### src/rtl/accel_ctl_pkg.sv
package accel_ctl_pkg;
  localparam int REG_W   = 32;
  localparam int N_ENG   = 4;
  localparam int SEL_W   = 2;
  // bit positions of the control/status word
  localparam int B_SRST  = 0;
  localparam int B_IEN   = 1;
  localparam int B_HSRC  = 2;
  localparam int B_OSWP  = 4;
  localparam int B_ISWP  = 5;
  localparam int B_WTEN  = 6;
  localparam int B_WTPOL = 7;
  localparam int B_WSRC  = 8;
  localparam int B_RSRC  = 10;
  localparam int B_FMODE = 14;
  localparam int B_DMASK = 15;
  localparam int B_FLAG  = 24;
  localparam int B_ERR   = 29;
  localparam int B_RDY   = 30;
  localparam int B_DONE  = 31;
  localparam int ENG_DMA = 0;

  typedef struct packed {
    logic             ien;
    logic             hsrc;
    logic             oswp;
    logic             iswp;
    logic             wten;
    logic             wtpol;
    logic [SEL_W-1:0] wsrc;
    logic [SEL_W-1:0] rsrc;
    logic             fmode;
    logic             dmask;
  } cfg_t;
endpackage

### src/rtl/acs_rst_sync.sv
module acs_rst_sync #(
  parameter int STAGES = 2
) (
  input  logic clk,
  input  logic rst_n,
  output logic rst_sync_n
);
  logic [STAGES-1:0] sh_q;

  always_ff @(posedge clk or negedge rst_n) begin
    if (!rst_n) sh_q <= '0;
    else        sh_q <= {sh_q[STAGES-2:0], 1'b1};
  end

  assign rst_sync_n = sh_q[STAGES-1];
endmodule

### src/rtl/acs_cfg_reg.sv
module acs_cfg_reg
  import accel_ctl_pkg::*;
(
  input  logic             clk,
  input  logic             rst_n,
  input  logic             wr_en,
  input  logic [REG_W-1:0] wr_data,
  output cfg_t             cfg_q,
  output cfg_t             cfg_n
);
  always_comb begin
    cfg_n = cfg_q;
    if (wr_en) begin
      cfg_n.ien   = wr_data[B_IEN];
      cfg_n.hsrc  = wr_data[B_HSRC];
      cfg_n.oswp  = wr_data[B_OSWP];
      cfg_n.iswp  = wr_data[B_ISWP];
      cfg_n.wten  = wr_data[B_WTEN];
      cfg_n.wtpol = wr_data[B_WTPOL];
      cfg_n.wsrc  = wr_data[B_WSRC +: SEL_W];
      cfg_n.rsrc  = wr_data[B_RSRC +: SEL_W];
      cfg_n.dmask = wr_data[B_DMASK];
      // mode bit can only be set by software
      cfg_n.fmode = cfg_q.fmode | wr_data[B_FMODE];
    end
  end

  always_ff @(posedge clk or negedge rst_n) begin
    if (!rst_n) cfg_q <= '0;
    else        cfg_q <= cfg_n;
  end
endmodule

### src/rtl/acs_done_flags.sv
module acs_done_flags #(
  parameter int N   = 4,
  parameter int MSK = 0
) (
  input  logic         clk,
  input  logic         rst_n,
  input  logic         srst,
  input  logic [N-1:0] evt,
  input  logic         wr_en,
  input  logic [N-1:0] wr_flags,
  input  logic         w1c_mode,
  input  logic         mask_n,
  output logic [N-1:0] flags_q,
  output logic         sum_q
);
  logic [N-1:0] flags_n;
  logic [N-1:0] keep;
  logic         sum_n;

  for (genvar i = 0; i < N; i++) begin : g_flag
    always_comb begin
      flags_n[i] = flags_q[i];
      if (srst)          flags_n[i] = 1'b0;
      else if (evt[i])   flags_n[i] = 1'b1;
      else if (wr_en) begin
        if (w1c_mode) flags_n[i] = flags_q[i] & ~wr_flags[i];
        else          flags_n[i] = wr_flags[i];
      end
    end
    assign keep[i] = (i == MSK) ? ~mask_n : 1'b1;
  end

  assign sum_n = |(flags_n & keep);

  always_ff @(posedge clk or negedge rst_n) begin
    if (!rst_n) begin
      flags_q <= '0;
      sum_q   <= 1'b1;
    end else begin
      flags_q <= flags_n;
      sum_q   <= sum_n;
    end
  end
endmodule

### src/rtl/acs_status.sv
module acs_status (
  input  logic clk,
  input  logic rst_n,
  input  logic wr_en,
  input  logic wr_srst,
  input  logic bus_err,
  input  logic ready_in,
  output logic srst_q,
  output logic err_q,
  output logic rdy_q
);
  logic srst_n, err_n;

  always_comb begin
    srst_n = wr_en & wr_srst;
    if (srst_q)       err_n = 1'b0;
    else if (bus_err) err_n = 1'b1;
    else              err_n = err_q;
  end

  always_ff @(posedge clk or negedge rst_n) begin
    if (!rst_n) begin
      srst_q <= 1'b0;
      err_q  <= 1'b0;
      rdy_q  <= 1'b1;
    end else begin
      srst_q <= srst_n;
      err_q  <= err_n;
      rdy_q  <= ready_in;
    end
  end
endmodule

### src/rtl/accel_ctl_status.sv
module accel_ctl_status
  import accel_ctl_pkg::*;
#(
  parameter int SYNC_STAGES = 2
) (
  input  logic             clk,
  input  logic             rst_n,
  input  logic             wr_en,
  input  logic [REG_W-1:0] wr_data,
  input  logic [N_ENG-1:0] evt_done,
  input  logic             evt_bus_err,
  input  logic             eng_ready,
  output logic [REG_W-1:0] rd_data,
  output logic             irq,
  output logic             soft_rst,
  output logic             dma_halt
);
  logic             rst_sync_n;
  cfg_t             cfg_q, cfg_n;
  logic [N_ENG-1:0] flags_q;
  logic             sum_q, srst_q, err_q, rdy_q;

  acs_rst_sync #(.STAGES(SYNC_STAGES)) u_sync (
    .clk(clk), .rst_n(rst_n), .rst_sync_n(rst_sync_n)
  );

  acs_cfg_reg u_cfg (
    .clk(clk), .rst_n(rst_sync_n), .wr_en(wr_en), .wr_data(wr_data),
    .cfg_q(cfg_q), .cfg_n(cfg_n)
  );

  acs_done_flags #(.N(N_ENG), .MSK(ENG_DMA)) u_flags (
    .clk(clk), .rst_n(rst_sync_n), .srst(srst_q), .evt(evt_done),
    .wr_en(wr_en), .wr_flags(wr_data[B_FLAG +: N_ENG]),
    .w1c_mode(cfg_q.fmode), .mask_n(cfg_n.dmask),
    .flags_q(flags_q), .sum_q(sum_q)
  );

  acs_status u_stat (
    .clk(clk), .rst_n(rst_sync_n), .wr_en(wr_en), .wr_srst(wr_data[B_SRST]),
    .bus_err(evt_bus_err), .ready_in(eng_ready),
    .srst_q(srst_q), .err_q(err_q), .rdy_q(rdy_q)
  );

  always_comb begin
    rd_data                  = '0;
    rd_data[B_SRST]          = srst_q;
    rd_data[B_IEN]           = cfg_q.ien;
    rd_data[B_HSRC]          = cfg_q.hsrc;
    rd_data[B_OSWP]          = cfg_q.oswp;
    rd_data[B_ISWP]          = cfg_q.iswp;
    rd_data[B_WTEN]          = cfg_q.wten;
    rd_data[B_WTPOL]         = cfg_q.wtpol;
    rd_data[B_WSRC +: SEL_W] = cfg_q.wsrc;
    rd_data[B_RSRC +: SEL_W] = cfg_q.rsrc;
    rd_data[B_FMODE]         = cfg_q.fmode;
    rd_data[B_DMASK]         = cfg_q.dmask;
    rd_data[B_FLAG +: N_ENG] = flags_q;
    rd_data[B_ERR]           = err_q;
    rd_data[B_RDY]           = rdy_q;
    rd_data[B_DONE]          = sum_q;
  end

  assign irq      = cfg_q.ien & (sum_q | err_q);
  assign soft_rst = srst_q;
  assign dma_halt = err_q;
endmodule

### config.mk
export PLATFORM = sky130hd
export DESIGN_NAME = accel_ctl_status
export DESIGN_NICKNAME = d
export VERILOG_FILES = /design/src/rtl/accel_ctl_pkg.sv /design/src/rtl/acs_rst_sync.sv /design/src/rtl/acs_cfg_reg.sv /design/src/rtl/acs_done_flags.sv /design/src/rtl/acs_status.sv /design/src/rtl/accel_ctl_status.sv
export SDC_FILE = /design/constraint.sdc
export NUM_CORES = 1
export LEC_CHECK = 0
export BUFFER_PORTS_ARGS = -buffer_cell sky130_fd_sc_hd__buf_2
export CAP_MARGIN = 25
export CORE_MARGIN = 1
export CORE_UTILIZATION = 38
export DETAILED_ROUTE_END_ITERATION = 8
export PLACE_DENSITY_LB_ADDON = 0.3
export SYNTH_ARGS = -nofsm -noshare
export SYNTH_HDL_FRONTEND = slang
export SYNTH_SLANG_ARGS = --single-unit
### constraint.sdc
create_clock -name clk -period 0.9 [get_ports clk]
set_clock_uncertainty 0.1 [all_clocks]
set_input_delay 0.09 -clock clk [delete_from_list [all_inputs] [get_ports clk]]
set_output_delay 0.09 -clock clk [all_outputs]
set_load 0.03 [all_outputs]
==> results summary, run 1 <==
The number of top-level design ports came out at 76. The worst setup path is launched from a register. The later pin in the worst-skew pair is clocked with a latency of 0.29 ns. After routing, the total negative slack on setup checks comes to -6.99 ns. The achievable clock frequency came out at between 600 and 700 MHz.

The ratio of cells with drive above 1 in the final layout is 68.4%. The die boundary width is 52.5 microns. The first global-routing pass estimated 3.75 mm of wire. Relative to the synthesized area, the layout overhead comes to 81.1%. The count of cell types in the netlist came out at 19. The checks that failed: hold timing, setup timing. By startpoint and endpoint, the worst setup path is classified as register to register. The number of optimization iterations in the first detailed-route pass is 3. The count of placed standard cells including taps came out at 154. The largest fanout on the critical path came out at 6. In this run the standard cell core region covers ~0.0023 sq mm. In this run, the clock network consumes 20.4% of the power.

Per report_power, the combinational group accounts for 33.9% of the total. Leaving out fill and tap cells, the most frequent cell in the layout is sky130_fd_sc_hd__buf_6. The share of synthesized area in the top cell type comes to 51.7%. Buffers inserted to repair hold after CTS numbered 17. STA classifies the critical path endpoint as a register.

The per-instance average area after synthesis is 12.4 sq um. The worst hold path belongs to the class primary input to register. TritonCTS built the clock tree.

The DRC violation count after routing is 0. The cell sitting at the root of the clock tree is a sky130_fd_sc_hd__clkbuf_4. The total global-route track usage came out at 19.3%. The worst-case IR drop observed on VDD is 1.12 mV. The total clock buffers created by CTS came out at 3. After the last flow step, the layout net total stands at 197.

The clock-pin slew reported for the worst setup and hold paths after clock tree synthesis is between 0.1 and 0.15 ns. The post-synthesis sequential element count came out at 22. Setup repair after global routing could not meet its margin everywhere.

The hold violation count in the final report was 3. sky130_fd_sc_hd__dfrtp_1 takes more of the synthesized area than any other cell. The die height came out at 52.5 microns. Dividing total power by cell area gives a power density of 1450 mW/mm^2.

After layout, the worst setup slack is -0.610 ns. The per-cell via count in the routed design came out at roughly 4.5. The floorplan die area came out at 0.00275 sq mm. The switching power came out at 0.000769 W.

The final critical delay including setup and external delays is between 1.5 and 2 ns. The placement-stage cell area is ~0.0013 sq mm. The remaining antenna violation count after routing came out at 0. The wire length per cell after detailed routing is 12.7 microns. The number of inserted filler cells in the final layout is 162. Entering global routing, the biggest net connects 13 pins. The initialized floorplan defines 17 standard-cell rows. For this block, the via count after detailed routing is between 800 and 900.

The number of diodes added for antenna fixing is 0. The total leakage power is ~0.85 nW. The global-route congestion overflow total came out at 0.

The post-layout instance count excluding filler cells is between 150 and 200. The mapped netlist covers 967 sq um. The starting utilization of the core area is 42.1%.

The clock passes through at most 2 buffers. In the layout the commonest cells are 31 x sky130_fd_sc_hd__buf_6, 25 x sky130_fd_sc_hd__buf_2, 17 x sky130_fd_sc_hd__dlygate4sd3_1, 14 x sky130_fd_sc_hd__dfrtp_2, 13 x sky130_fd_sc_hd__conb_1. The final-report max-slew violation count came out at 0. The routed wire length is 2.33 mm. The first routing iteration left 5 violations. The initial antenna violation count was 0. The net switching fraction of the power is 30.4%.

The number of H-tree branching levels came out at 1. Yosys printed 0 warnings. The finished layout cell area came out at 0.00175 sq mm. The share of the cycle needed by the critical path after routing came out at 168%. The share of synthesized area occupied by flip-flops and latches came out at 57.2%. Setup violations remaining at the end of the flow were counted as 36.

Max-cap violations in this run came to 0. The run finished, with violations left. The tree built by TritonCTS fans out to 22 sinks.

Hold timing on the final database bottoms out at a slack of -0.0499 ns. Yosys attributes the largest share of cell area to sky130_fd_sc_hd__dfrtp_1 52%, sky130_fd_sc_hd__buf_4 13%, sky130_fd_sc_hd__mux2_1 12%. The port buffer count came out at between 40 and 50. The required time reported for the critical path endpoint is 1.02 ns. The wire-length estimate of the detail-placed layout is between 1 and 1.5 mm.

The internal power of the cells came out at between 0.0015 and 0.002 W. The arrival time reported for the critical path endpoint is about 1.6 ns. The number of global-route vias before repair came to just under 900. The final RePlAce weighted congestion is 0.796. The cell count after synthesis came out at 78. The portion of total power attributed to sequential cells is a little under half.
layout make-up:
class                           count  area [sq um]  share of cell area, %
Clock buffer                        4          36.3                   2.07
Tap cell                           28          35.0                   2.00
Timing Repair Buffer               80           697                   39.8
Inverter                            1          3.75                  0.214
Multi-Input combinational cell     48           409                   23.4
Sequential cell                    22           571                   32.6
worst max-delay path, stage by stage, from the launching register on:
cell                      delay (ns)
sky130_fd_sc_hd__dfrtp_2        0.47
sky130_fd_sc_hd__nor2b_1        0.15
sky130_fd_sc_hd__o21ai_1        0.11
sky130_fd_sc_hd__a21oi_1        0.09
sky130_fd_sc_hd__or4b_1         0.53
final timing paths:
| check | from | endpoint | slack (ns) | depth (start not counted) |
|---|---|---|---|---|
| setup / recovery | u_cfg.cfg_q[1] | u_flags.sum_q | -0.61 | 4 |
| hold / removal | wr_data[15] | u_cfg.cfg_q[0] | -0.05 | 2 |
| setup reg to reg | u_cfg.cfg_q[1] | u_flags.sum_q | -0.61 | 4 |
| hold reg to reg | u_sync.sh_q[1] | u_cfg.cfg_q[8] | 0.09 | 1 |
| max in group asynchronous | rst_n | u_sync.sh_q[1] | 0.06 | 3 |
| min in group asynchronous | u_sync.sh_q[1] | u_cfg.cfg_q[8] | 0.09 | 1 |
power groups by stage:
stage / combinational [W] / clock, W / sequential, W
2_1_floorplan: 0.000299 / 0 / 0.00132
3_3_place_gp: 0.000607 / 0 / 0.00115
3_5_place_dp: 0.000615 / 0 / 0.00115
4_1_cts: 0.000847 / 0.000542 / 0.00115
5_1_grt: 0.000911 / 0.000598 / 0.00117
6_report: 0.000860 / 0.000517 / 0.00116
timing repair:
| action | 4_1_cts | 5_1_grt |
|---|---|---|
| resized for setup | 62 | 5 |
| endpoints found under the setup margin | 31 | 41 |
| gates cloned | 0 | 0 |
| pin swaps | 8 | 2 |
| hold endpoints to repair | 20 | 3 |
| buffers inserted | 7 | 2 |
sequential cells by signal (all words and copies together) (netlist names):
name,cells
u_cfg.cfg_q,12
u_flags.flags_q,4
u_sync.sh_q,2
u_flags.sum_q,1
u_stat.err_q,1
u_stat.rdy_q,1
u_stat.srst_q,1
through the flow:
step	worst slack, ns	total power (W)	utilization, %
2_1_floorplan	-0.537	0.00162	-
3_3_place_gp	-0.559	0.00176	55.1
3_5_place_dp	-0.609	0.00177	55.1
4_1_cts	-0.598	0.00254	75.2
5_1_grt	-0.665	0.00268	76.3
6_report	-0.610	0.00253	76.3
kinds of logic (layout without fill, tap and decap cells):
kind of cell           after synthesis  after routing  synth area share [%]
AND/OR/NAND/NOR                      9              9                  6.47
multiplexers                        11             11                  12.8
AO/OA/AOI/OAI                       15             15                  8.67
buffers and inverters               19             85                  14.1
other                                2             13                 0.776
flip-flops                          22             22                  57.2
synth_stat cells:
library cell              number
sky130_fd_sc_hd__inv_2         1
sky130_fd_sc_hd__o21ai_0       1
sky130_fd_sc_hd__dfstp_2       2
sky130_fd_sc_hd__nor2b_4       1
sky130_fd_sc_hd__a21o_1        1
sky130_fd_sc_hd__or4b_1        1
sky130_fd_sc_hd__conb_1        2
sky130_fd_sc_hd__mux2_2        1
sky130_fd_sc_hd__o21ai_1       3
sky130_fd_sc_hd__a21oi_1       8
sky130_fd_sc_hd__o21a_1        1
sky130_fd_sc_hd__dfrtp_1      20
sky130_fd_sc_hd__buf_2         1
sky130_fd_sc_hd__nor2b_1       4
sky130_fd_sc_hd__mux2_1       10
sky130_fd_sc_hd__and2_1        1
sky130_fd_sc_hd__buf_4        17
sky130_fd_sc_hd__nor2_1        2
sky130_fd_sc_hd__a211o_1       1
layer usage:
layer / track usage (%) / vias up / share of wire, %
li1: - / 385 / -
met1: 22.0 / 406 / 38
met2: 34.2 / 39 / 55
met3: 4.35 / 2 / 6.2
met4: 7.89 / 0 / 0.43
met5: 0 / - / 0
No activity file was read; power rests on OpenSTA's default activity.
==> run 2, diff against run 1 <==
==> constraint.sdc (replaced) <==
create_clock -name clk -period 1.7 [get_ports clk]
set_clock_uncertainty 0.1 [all_clocks]
set_input_delay 0.17 -clock clk [delete_from_list [all_inputs] [get_ports clk]]
set_output_delay 0.17 -clock clk [all_outputs]
set_load 0.03 [all_outputs]
==> run 2 against run 1 <==
Compared with the run above: the flow now finishes without violations; via count shrank 10%; worst hold slack better by 0.071 ns; fmax fell by 1.9%; clock-buffer cell count stayed put; routed wire length down 21%; worst setup slack improved by 0.77 ns; critical path type unchanged; largest cell class is now flip-flops and latches; largest power group unchanged.
==> results summary, run 2 (same netlist as run 1, synthesis figures left out) <==
The run finished with clean final reports. The port buffer count came out at 48 (unchanged). Ranked by flip-flop count, first place goes to u_cfg.cfg_q. The maximum buffer depth of the clock tree was 2 (unchanged). The portion of total power attributed to sequential cells came out at 50.8% (+5.2 points).

The number of inserted filler cells in the final layout was 222 (+37%). Walking the worst path, the cells encountered are nor2b_1, o21ai_1, a211o_1, or4b_1. The internal power of the cells is 0.000810 W (-54%). The final-report max-slew violation count is 0 (unchanged).

The total power density per cell area is 866 mW/mm^2 (-40%). The ratio of cells with drive above 1 in the final layout was 42.9% (-26 points). The cell with the largest stage delay on the worst path is sky130_fd_sc_hd__dfrtp_2. The remaining antenna violation count after routing came to 0 (unchanged). The final number of setup-violating endpoints is 0 (-100%). The achievable clock frequency is 650 MHz (-1.9%).

The combinational power share was 26.3% (-7.6 points). The classification of the worst setup path is register to register. The total global-route track usage is 14.8% (-4.5 points). The class of the worst hold path is primary input to register. The floorplan die area came to 0.00275 sq mm (unchanged). The number of buffer and inverter stages on the critical path is 0 (unchanged).

The kind of start point of the critical path is a register. The final RePlAce weighted congestion came out at 0.681 (-14%). The largest fanout on the critical path is 7 (+1). The number of global-route vias before repair came out at 702 (-19%).

The net switching fraction of the power came out at 31.0% (+0.60 points). The die boundary width came out at 52.5 microns (unchanged). The routed wire length is 1.85 mm (-21%).

Setup repair after global routing left no endpoint under its margin. The half-perimeter wire length after placement came out at 1.45 mm (-0.38%). The first-pass GRT wire length is 2.95 mm (-21%). The largest vdd supply drop came to 0.596 mV (-47%). The DRC violation count after routing came out at 0 (unchanged). The die height came to 52.5 microns (unchanged). The per-cell via count in the routed design came to 4.46 (-1.9%). The leading cell type in the layout, fill and taps excluded is sky130_fd_sc_hd__buf_2. The number of diodes added for antenna fixing came out at 0 (unchanged). The violation count after the first detailed-routing iteration is 0 (-5).

The combined flip-flop and latch cell area is 554 sq um (-2.9%). The required time reported for the critical path endpoint is 1.82 ns (+0.80 ns). The clock-pin slew reported for the worst setup and hold paths after clock tree synthesis came out at 0.12 ns (about the same).

The clock power share was 22.9% (+2.5 points). The starting utilization of the core area came out at 42.1% (unchanged). The number of H-tree branching levels came out at 1 (unchanged). The sum of negative setup slack came out at 0 ns (+6.99 ns).

Among cell families on the critical path, the largest total delay comes from simple AND/OR/NAND/NOR gates. The standard-cell row count is 17 (unchanged). The number of flip-flops under the largest register name came out at 12 (unchanged). The wire length per cell after detailed routing came to 11.0 microns (-14%). The tree is rooted in a sky130_fd_sc_hd__clkbuf_4. The global-route congestion overflow total was 0 (unchanged). The kind of capture point of the worst setup path is a register. The initial antenna violation count came out at 0 (unchanged). The number of optimization iterations in the first detailed-route pass was 1 (-2). The switching power came to 0.000363 W (-53%). The count of maximum capacitance violations was 0 (unchanged). The largest registers in the layout are u_cfg.cfg_q: 12 flops, u_flags.flags_q: 4 flops, u_sync.sh_q: 2 flops. The arrival time reported for the critical path endpoint was 1.66 ns (+0.03 ns). The final critical delay including setup and external delays is 1.54 ns (+0.0287 ns).

The clock latency at the later pin of the worst-skew pair was 0.28 ns (about the same). The largest net degree at the start of global routing is 14 (+1). The total leakage power came out at 0.671 nW (-21%). The delay of the slowest critical-path stage was 0.48 ns (-0.05 ns). The share of the cycle needed by the critical path after routing is 90.5% (-77 points). The TritonCTS sink count is 22 (unchanged). The total clock buffers created by CTS came to 3 (unchanged). The area of the placeable core is 0.00230 sq mm (unchanged). The area taken by multi-input logic gates came out at 319 sq um (-22%). TritonCTS built the clock tree. The number of top-level design ports came out at 76 (unchanged).

The hold violation count in the final report is 0 (-3). The layout-stage area growth over the synthesis result is 40.0%. The number of nets in the layout came out at 182 (-7.6%). The core occupancy in the finished layout came out at 58.9% (-17 points). The via count of the routed design is 749 (-10%).

In the layout the commonest cells are 48 x sky130_fd_sc_hd__buf_2, 19 x sky130_fd_sc_hd__dfrtp_1, 15 x sky130_fd_sc_hd__dlygate4sd3_1, 13 x sky130_fd_sc_hd__conb_1, 10 x sky130_fd_sc_hd__mux2_1.
[run 2: cell count changes in the layout (fill, tap and decap cells not counted), moves of 4 or more]
cell                      previous run  this run
sky130_fd_sc_hd__buf_6              31         0
sky130_fd_sc_hd__a21oi_2             4         0
sky130_fd_sc_hd__mux2_4             10         0
sky130_fd_sc_hd__buf_2              25        48
sky130_fd_sc_hd__dfrtp_1             6        19
sky130_fd_sc_hd__buf_4               7         2
sky130_fd_sc_hd__mux2_1              0        10
sky130_fd_sc_hd__dfrtp_2            14         1
sky130_fd_sc_hd__a21oi_1             4         8
[run 2: layout make-up]
type                    instances  share of cell area, %
flip-flops and latches         22                   40.9
repair buffers                 65                   29.9
multi-input cells              48                   23.6
clock buffers                   4                   2.68
well taps                      28                   2.59
inverters                       1                  0.277
[run 2: power groups by stage]
stage | Combinational [W] | Sequential, W | Clock (W)
2_1_floorplan | 0.000133 | 0.000689 | 0
3_3_place_gp | 0.000282 | 0.000604 | 0
3_5_place_dp | 0.000284 | 0.000607 | 0
4_1_cts | 0.000311 | 0.000596 | 0.000286
5_1_grt | 0.000332 | 0.000603 | 0.000305
6_report | 0.000309 | 0.000596 | 0.000268
[run 2: worst reg2reg max path, cell delays in order, from the launching register on]
cell and delay [ns]:
sky130_fd_sc_hd__dfrtp_2 0.48, sky130_fd_sc_hd__nor2b_1 0.15, sky130_fd_sc_hd__o21ai_1 0.15, sky130_fd_sc_hd__a211o_1 0.14
sky130_fd_sc_hd__or4b_1 0.44
[run 2: worst paths after layout]
path                           startpoint             end  slack (ns)  depth (start not counted)
setup reg to reg           u_cfg.cfg_q[1]   u_flags.sum_q        0.16                          4
setup / recovery           u_cfg.cfg_q[1]   u_flags.sum_q        0.16                          4
hold reg to reg            u_sync.sh_q[1]  u_cfg.cfg_q[2]        0.03                          0
min in group asynchronous  u_sync.sh_q[1]  u_cfg.cfg_q[2]        0.03                          0
hold / removal                wr_data[15]  u_cfg.cfg_q[0]        0.02                          2
max in group asynchronous  u_sync.sh_q[1]    u_stat.rdy_q        0.94                          1
[run 2: what timing repair did]
item / 4_1_cts / 5_1_grt
hold endpoints to repair: 16 / 0
buffers inserted: 0 / 0
setup endpoints to repair: 0 / 1
resized for setup: 0 / 1
hold buffers: 15 / 0
[run 2: through the flow]
step	power [W]	area, sq um	instances	hold WS, ns	setup WS [ns]
5_1_grt	0.00124	1350	168	0.0155	0.0317
3_5_place_dp	0.000891	1170	149	-0.142	0.170
2_1_floorplan	0.000822	1010	89	-0.226	0.254
4_1_cts	0.00119	1350	168	0.0140	0.140
6_report	0.00117	1350	168	0.0209	0.161
3_3_place_gp	0.000886	1170	149	-0.144	0.180
[run 2: metal layers]
metal	up-vias	GRT usage (%)	part of all wire [%]
met1	360	18.4	43
li1	357	-	-
met5	-	0	0
met2	28	24.1	50
met3	4	2.90	5.3
met4	0	7.89	1.8
==> run 3, diff against run 2 <==
--- a/config.mk
+++ b/config.mk
@@ -5,10 +5,11 @@
 export SDC_FILE = /design/constraint.sdc
 export NUM_CORES = 1
 export LEC_CHECK = 0
+export ABC_AREA = 1
 export BUFFER_PORTS_ARGS = -buffer_cell sky130_fd_sc_hd__buf_2
 export CAP_MARGIN = 25
 export CORE_MARGIN = 1
-export CORE_UTILIZATION = 38
+export CORE_UTILIZATION = 39
 export DETAILED_ROUTE_END_ITERATION = 8
 export PLACE_DENSITY_LB_ADDON = 0.3
 export SYNTH_ARGS = -nofsm -noshare
==> run 3 against run 2 <==
Compared with the run above: clock-buffer cell count did not move; worst setup slack improved by 0.13 ns; routed wire length increased by 16%; global-route usage up 1.3 points; sequential power fell by 0.8%; clock power is 4% higher; via count grew 20%; first-iteration DRC count grew 4; synthesized cell count rose by 60%; cell area grew 2.6%; area after synthesis grew 7.9%; flip-flop and latch count unchanged; highest routed layer unchanged.
==> results summary, run 3 <==
The port buffer count came out at 48 (unchanged). Sorting the synthesized cells by area gives the leading types as sky130_fd_sc_hd__dfrtp_1 48%, sky130_fd_sc_hd__nand2_1 17%, sky130_fd_sc_hd__buf_4 13%. The floorplan die area came out at 0.00289 sq mm (+4.9%). The worst setup path is of the register to primary output kind. The reg2reg setup slack is 0.46 ns (+0.30 ns). The share of synthesized area occupied by flip-flops and latches came to 53.0% (-4.2 points).

The count of cell types in the netlist came out at 14 (-5). The share of the cycle needed by the critical path after routing was 82.9% (-7.6 points). The area of the mapped netlist is 0.00104 sq mm (+7.9%).

The per-cell via count in the routed design is 4.23 (-5.1%). The number of cells on the worst reg-to-reg path is 6 (+2). The number of diodes added for antenna fixing is 0 (unchanged). The count of placed standard cells including taps is 195 (+31%).

The number of buffers added to fix hold violations after cts came out at 14 (-1). The worst setup timing slack at the placement stage is 0.405 ns (+0.235 ns). The global-route congestion overflow total is 0 (unchanged). sky130_fd_sc_hd__dfrtp_1 takes more of the synthesized area than any other cell. The delay of the slowest critical-path stage is 0.54 ns (+0.06 ns). The largest vdd supply drop came out at 0.467 mV (-22%).

The post-layout instance count excluding filler cells came to 213 (+27%). The number of buffer and inverter stages on the critical path came out at 1 (+1). The area of the placeable core is 0.00250 sq mm (+8.8%).

The worst setup path is captured at a primary output. The number of global-route vias before repair came out at 812 (+16%). The total clock buffers created by CTS is 3 (unchanged).

The final number of setup-violating endpoints came to 0 (unchanged). The worst hold path begins at wr_data[1]. The share of synthesized registers carrying an async set or reset came out at 100% (unchanged).

The most numerous cell type found on the critical path is sky130_fd_sc_hd__nor2_1. The final-report max-slew violation count is 0 (unchanged). The number of optimization iterations in the first detailed-route pass came out at 4 (+3).

The internal power of the cells was 0.000794 W (-1.9%). TritonCTS built the clock tree. The synthesis warning total came out at 0 (unchanged). The starting utilization of the core area is 41.7% (-0.36 points). For hold timing, the worst endpoint is u_cfg.cfg_q[11]. The count of cell instances traversed by the critical path is 3 (-1). The worst register-to-register path ends at u_flags.sum_q. The number of H-tree branching levels is 1 (unchanged). The routed wire length came out at 2.14 mm (+16%). The worst register-to-register path begins at u_cfg.cfg_q[1]. The clock-pin slew reported for the worst setup and hold paths after clock tree synthesis came out at 0.11 ns (about the same). The number of synthesized flops with an enable pin is 0 (unchanged). The post-synthesis sequential element count is 22 (unchanged). The switching power is 0.000379 W (+4.2%).

The count of maximum capacitance violations is 0 (unchanged). The class of the worst hold path is primary input to register. Counting flops per register, the top entry is u_cfg.cfg_q. In the synthesized netlist the dominant register cell turns out to be sky130_fd_sc_hd__dfrtp_1. The area share of the largest cell type after synthesis is 48.0% (-3.8 points). The half-perimeter wire length after placement came out at 1.52 mm (+5.2%). The run finished with clean final reports. The top cell types in the final layout, fill and taps aside, are 48 x sky130_fd_sc_hd__buf_2, 46 x sky130_fd_sc_hd__nand2_1, 20 x sky130_fd_sc_hd__dfrtp_1, 16 x sky130_fd_sc_hd__inv_1, 14 x sky130_fd_sc_hd__dlygate4sd3_1. The die boundary width is 53.7 microns (+2.4%). The cell with the largest stage delay on the worst path is sky130_fd_sc_hd__dfstp_2.

The net switching fraction of the power is 32.3% (+1.3 points). The first-pass GRT wire length came out at 3.24 mm (+9.8%). The number of nets in the layout came to 225 (+24%). The arrival time reported for the critical path endpoint came out at 1.14 ns (-0.52 ns). The number of top-level design ports came out at 76 (unchanged). The required time reported for the critical path endpoint came out at 1.43 ns (-0.39 ns). The clock power share is 23.7% (+0.8 points). The per-instance average area after synthesis is 8.35 sq um (-33%). sky130_fd_sc_hd__nand2_1 is the most common cell in the netlist. The number of flip-flops under the largest register name is 12 (unchanged). Counting instances in the post-synthesis netlist gives the leading cell types as 46 x sky130_fd_sc_hd__nand2_1, 20 x sky130_fd_sc_hd__dfrtp_1, 18 x sky130_fd_sc_hd__buf_4. The total leakage power came out at 0.825 nW (+23%). The standard-cell row count came to 18 (+1). Walking the worst path, the cells encountered are nor2_1, nor2_1, buf_2. The largest net degree at the start of global routing is 26 (+12). The total power density per cell area is 844 mW/mm^2 (-2.6%). The TritonCTS sink count is 22 (unchanged). The hold violation count in the final report came out at 0 (unchanged).

The number of cells traversed by the worst hold path is 3 (+1). The achievable clock frequency is 710 MHz (+9.2%). The final critical delay including setup and external delays is 1.41 ns (-0.130 ns). The violation count after the first detailed-routing iteration is 4 (+4). The sum of negative setup slack came to 0 ns (unchanged).

The tree is rooted in a sky130_fd_sc_hd__clkbuf_4. The maximum buffer depth of the clock tree came out at 2 (unchanged). In the final layout, the registers with the most flip-flops are u_cfg.cfg_q: 12 flops, u_flags.flags_q: 4 flops, u_sync.sh_q: 2 flops. The layout-stage area growth over the synthesis result came out at 33.1%. The cell count after synthesis is 125 (+60%). The remaining antenna violation count after routing is 0 (unchanged). The via count of the routed design came to 901 (+20%). The combinational power share came to 25.9% (-0.4 points). The cell family contributing the most delay on the critical path is flip-flops. The DRC violation count after routing came out at 0 (unchanged).

Setup repair after global routing left no endpoint under its margin. The kind of start point of the critical path is a register. The wire length per cell after detailed routing came out at 10.1 microns (-8.5%). The initial antenna violation count came out at 0 (unchanged).

The final RePlAce weighted congestion came out at 0.685 (+0.48%). The final worst setup slack was 0.291 ns (+0.130 ns). The die height came out at 53.7 microns (+2.4%). The portion of total power attributed to sequential cells is 50.4% (-0.4 points).

The clock latency at the later pin of the worst-skew pair came to 0.30 ns (+0.02 ns). The largest fanout on the critical path is 2 (-5). Leaving out fill and tap cells, the most frequent cell in the layout is sky130_fd_sc_hd__buf_2.

The ratio of cells with drive above 1 in the final layout is 30.6% (-12 points). The post-cts resize count is 0 (unchanged). The total global-route track usage came out at 16.1% (+1.3 points). The final hold slack is 0.0124 ns (-0.00852 ns).

The buffer count from post-CTS setup fixing came out at 0 (unchanged).
==> run 3: logic make-up after synthesis <==
| logic type | Yosys count | synth area share, % |
|---|---|---|
| flip-flops | 22 | 53.0 |
| AO/OA/AOI/OAI | 3 | 1.68 |
| buffers and inverters | 37 | 21.2 |
| other | 2 | 0.720 |
| AND/OR/NAND/NOR | 61 | 23.4 |
==> run 3: power by group through the flow <==
stage | logic (W) | registers, W | clock network, W
after global routing | 0.000332 | 0.000598 | 0.000318
after floorplan | 0.000148 | 0.000675 | 0
after detailed placement | 0.000280 | 0.000602 | 0
after CTS | 0.000304 | 0.000592 | 0.000290
final | 0.000303 | 0.000591 | 0.000278
after global placement | 0.000274 | 0.000600 | 0
==> run 3: how the worst max path moves through the flow <==
stage / startpoint / end / slack [ns]
6_report: u_flags.sum_q / irq / 0.29
5_1_grt: u_flags.sum_q / irq / 0.21
4_1_cts: u_flags.sum_q / irq / 0.27
3_5_place_dp: wr_en / u_flags.sum_q / 0.40
3_3_place_gp: wr_en / u_flags.sum_q / 0.45
2_1_floorplan: u_stat.err_q / irq / 0.41
==> run 3: final cells by class <==
cell class | instances | area, sq um
fill | 235 | 1110
sequential | 22 | 553
clock buffer | 4 | 36.3
tap | 30 | 37.5
timing repair buffer | 63 | 388
multi-input combinational | 77 | 310
inverter | 17 | 63.8
==> run 3: worst register-to-register path, delay by kind of cell, from the launching register on <==
family | cells | cell delay (ns)
buf+inv | 1 | 0.16
simple gates | 5 | 0.52
flops | 1 | 0.39
==> run 3: metrics by stage <==
| stage | area [sq um] | power (W) | utilization [%] |
|---|---|---|---|
| after global routing | 1390 | 0.00125 | 55.6 |
| after detailed placement | 1210 | 0.000881 | 48.5 |
| after floorplan | 1080 | 0.000823 | - |
| after CTS | 1390 | 0.00119 | 55.6 |
| after global placement | 1210 | 0.000874 | 48.5 |
| final | 1390 | 0.00117 | 55.6 |
==> run 3: metal layers <==
metal	part of all wire (%)	track usage, %	wire length, microns	vias to the layer above
li1	-	-	-	458
met1	40	15.3	866	399
met2	51	31.7	1090	40
met3	7.4	4.52	158	4
met4	1.0	6.58	22	0
met5	0	0	0	-
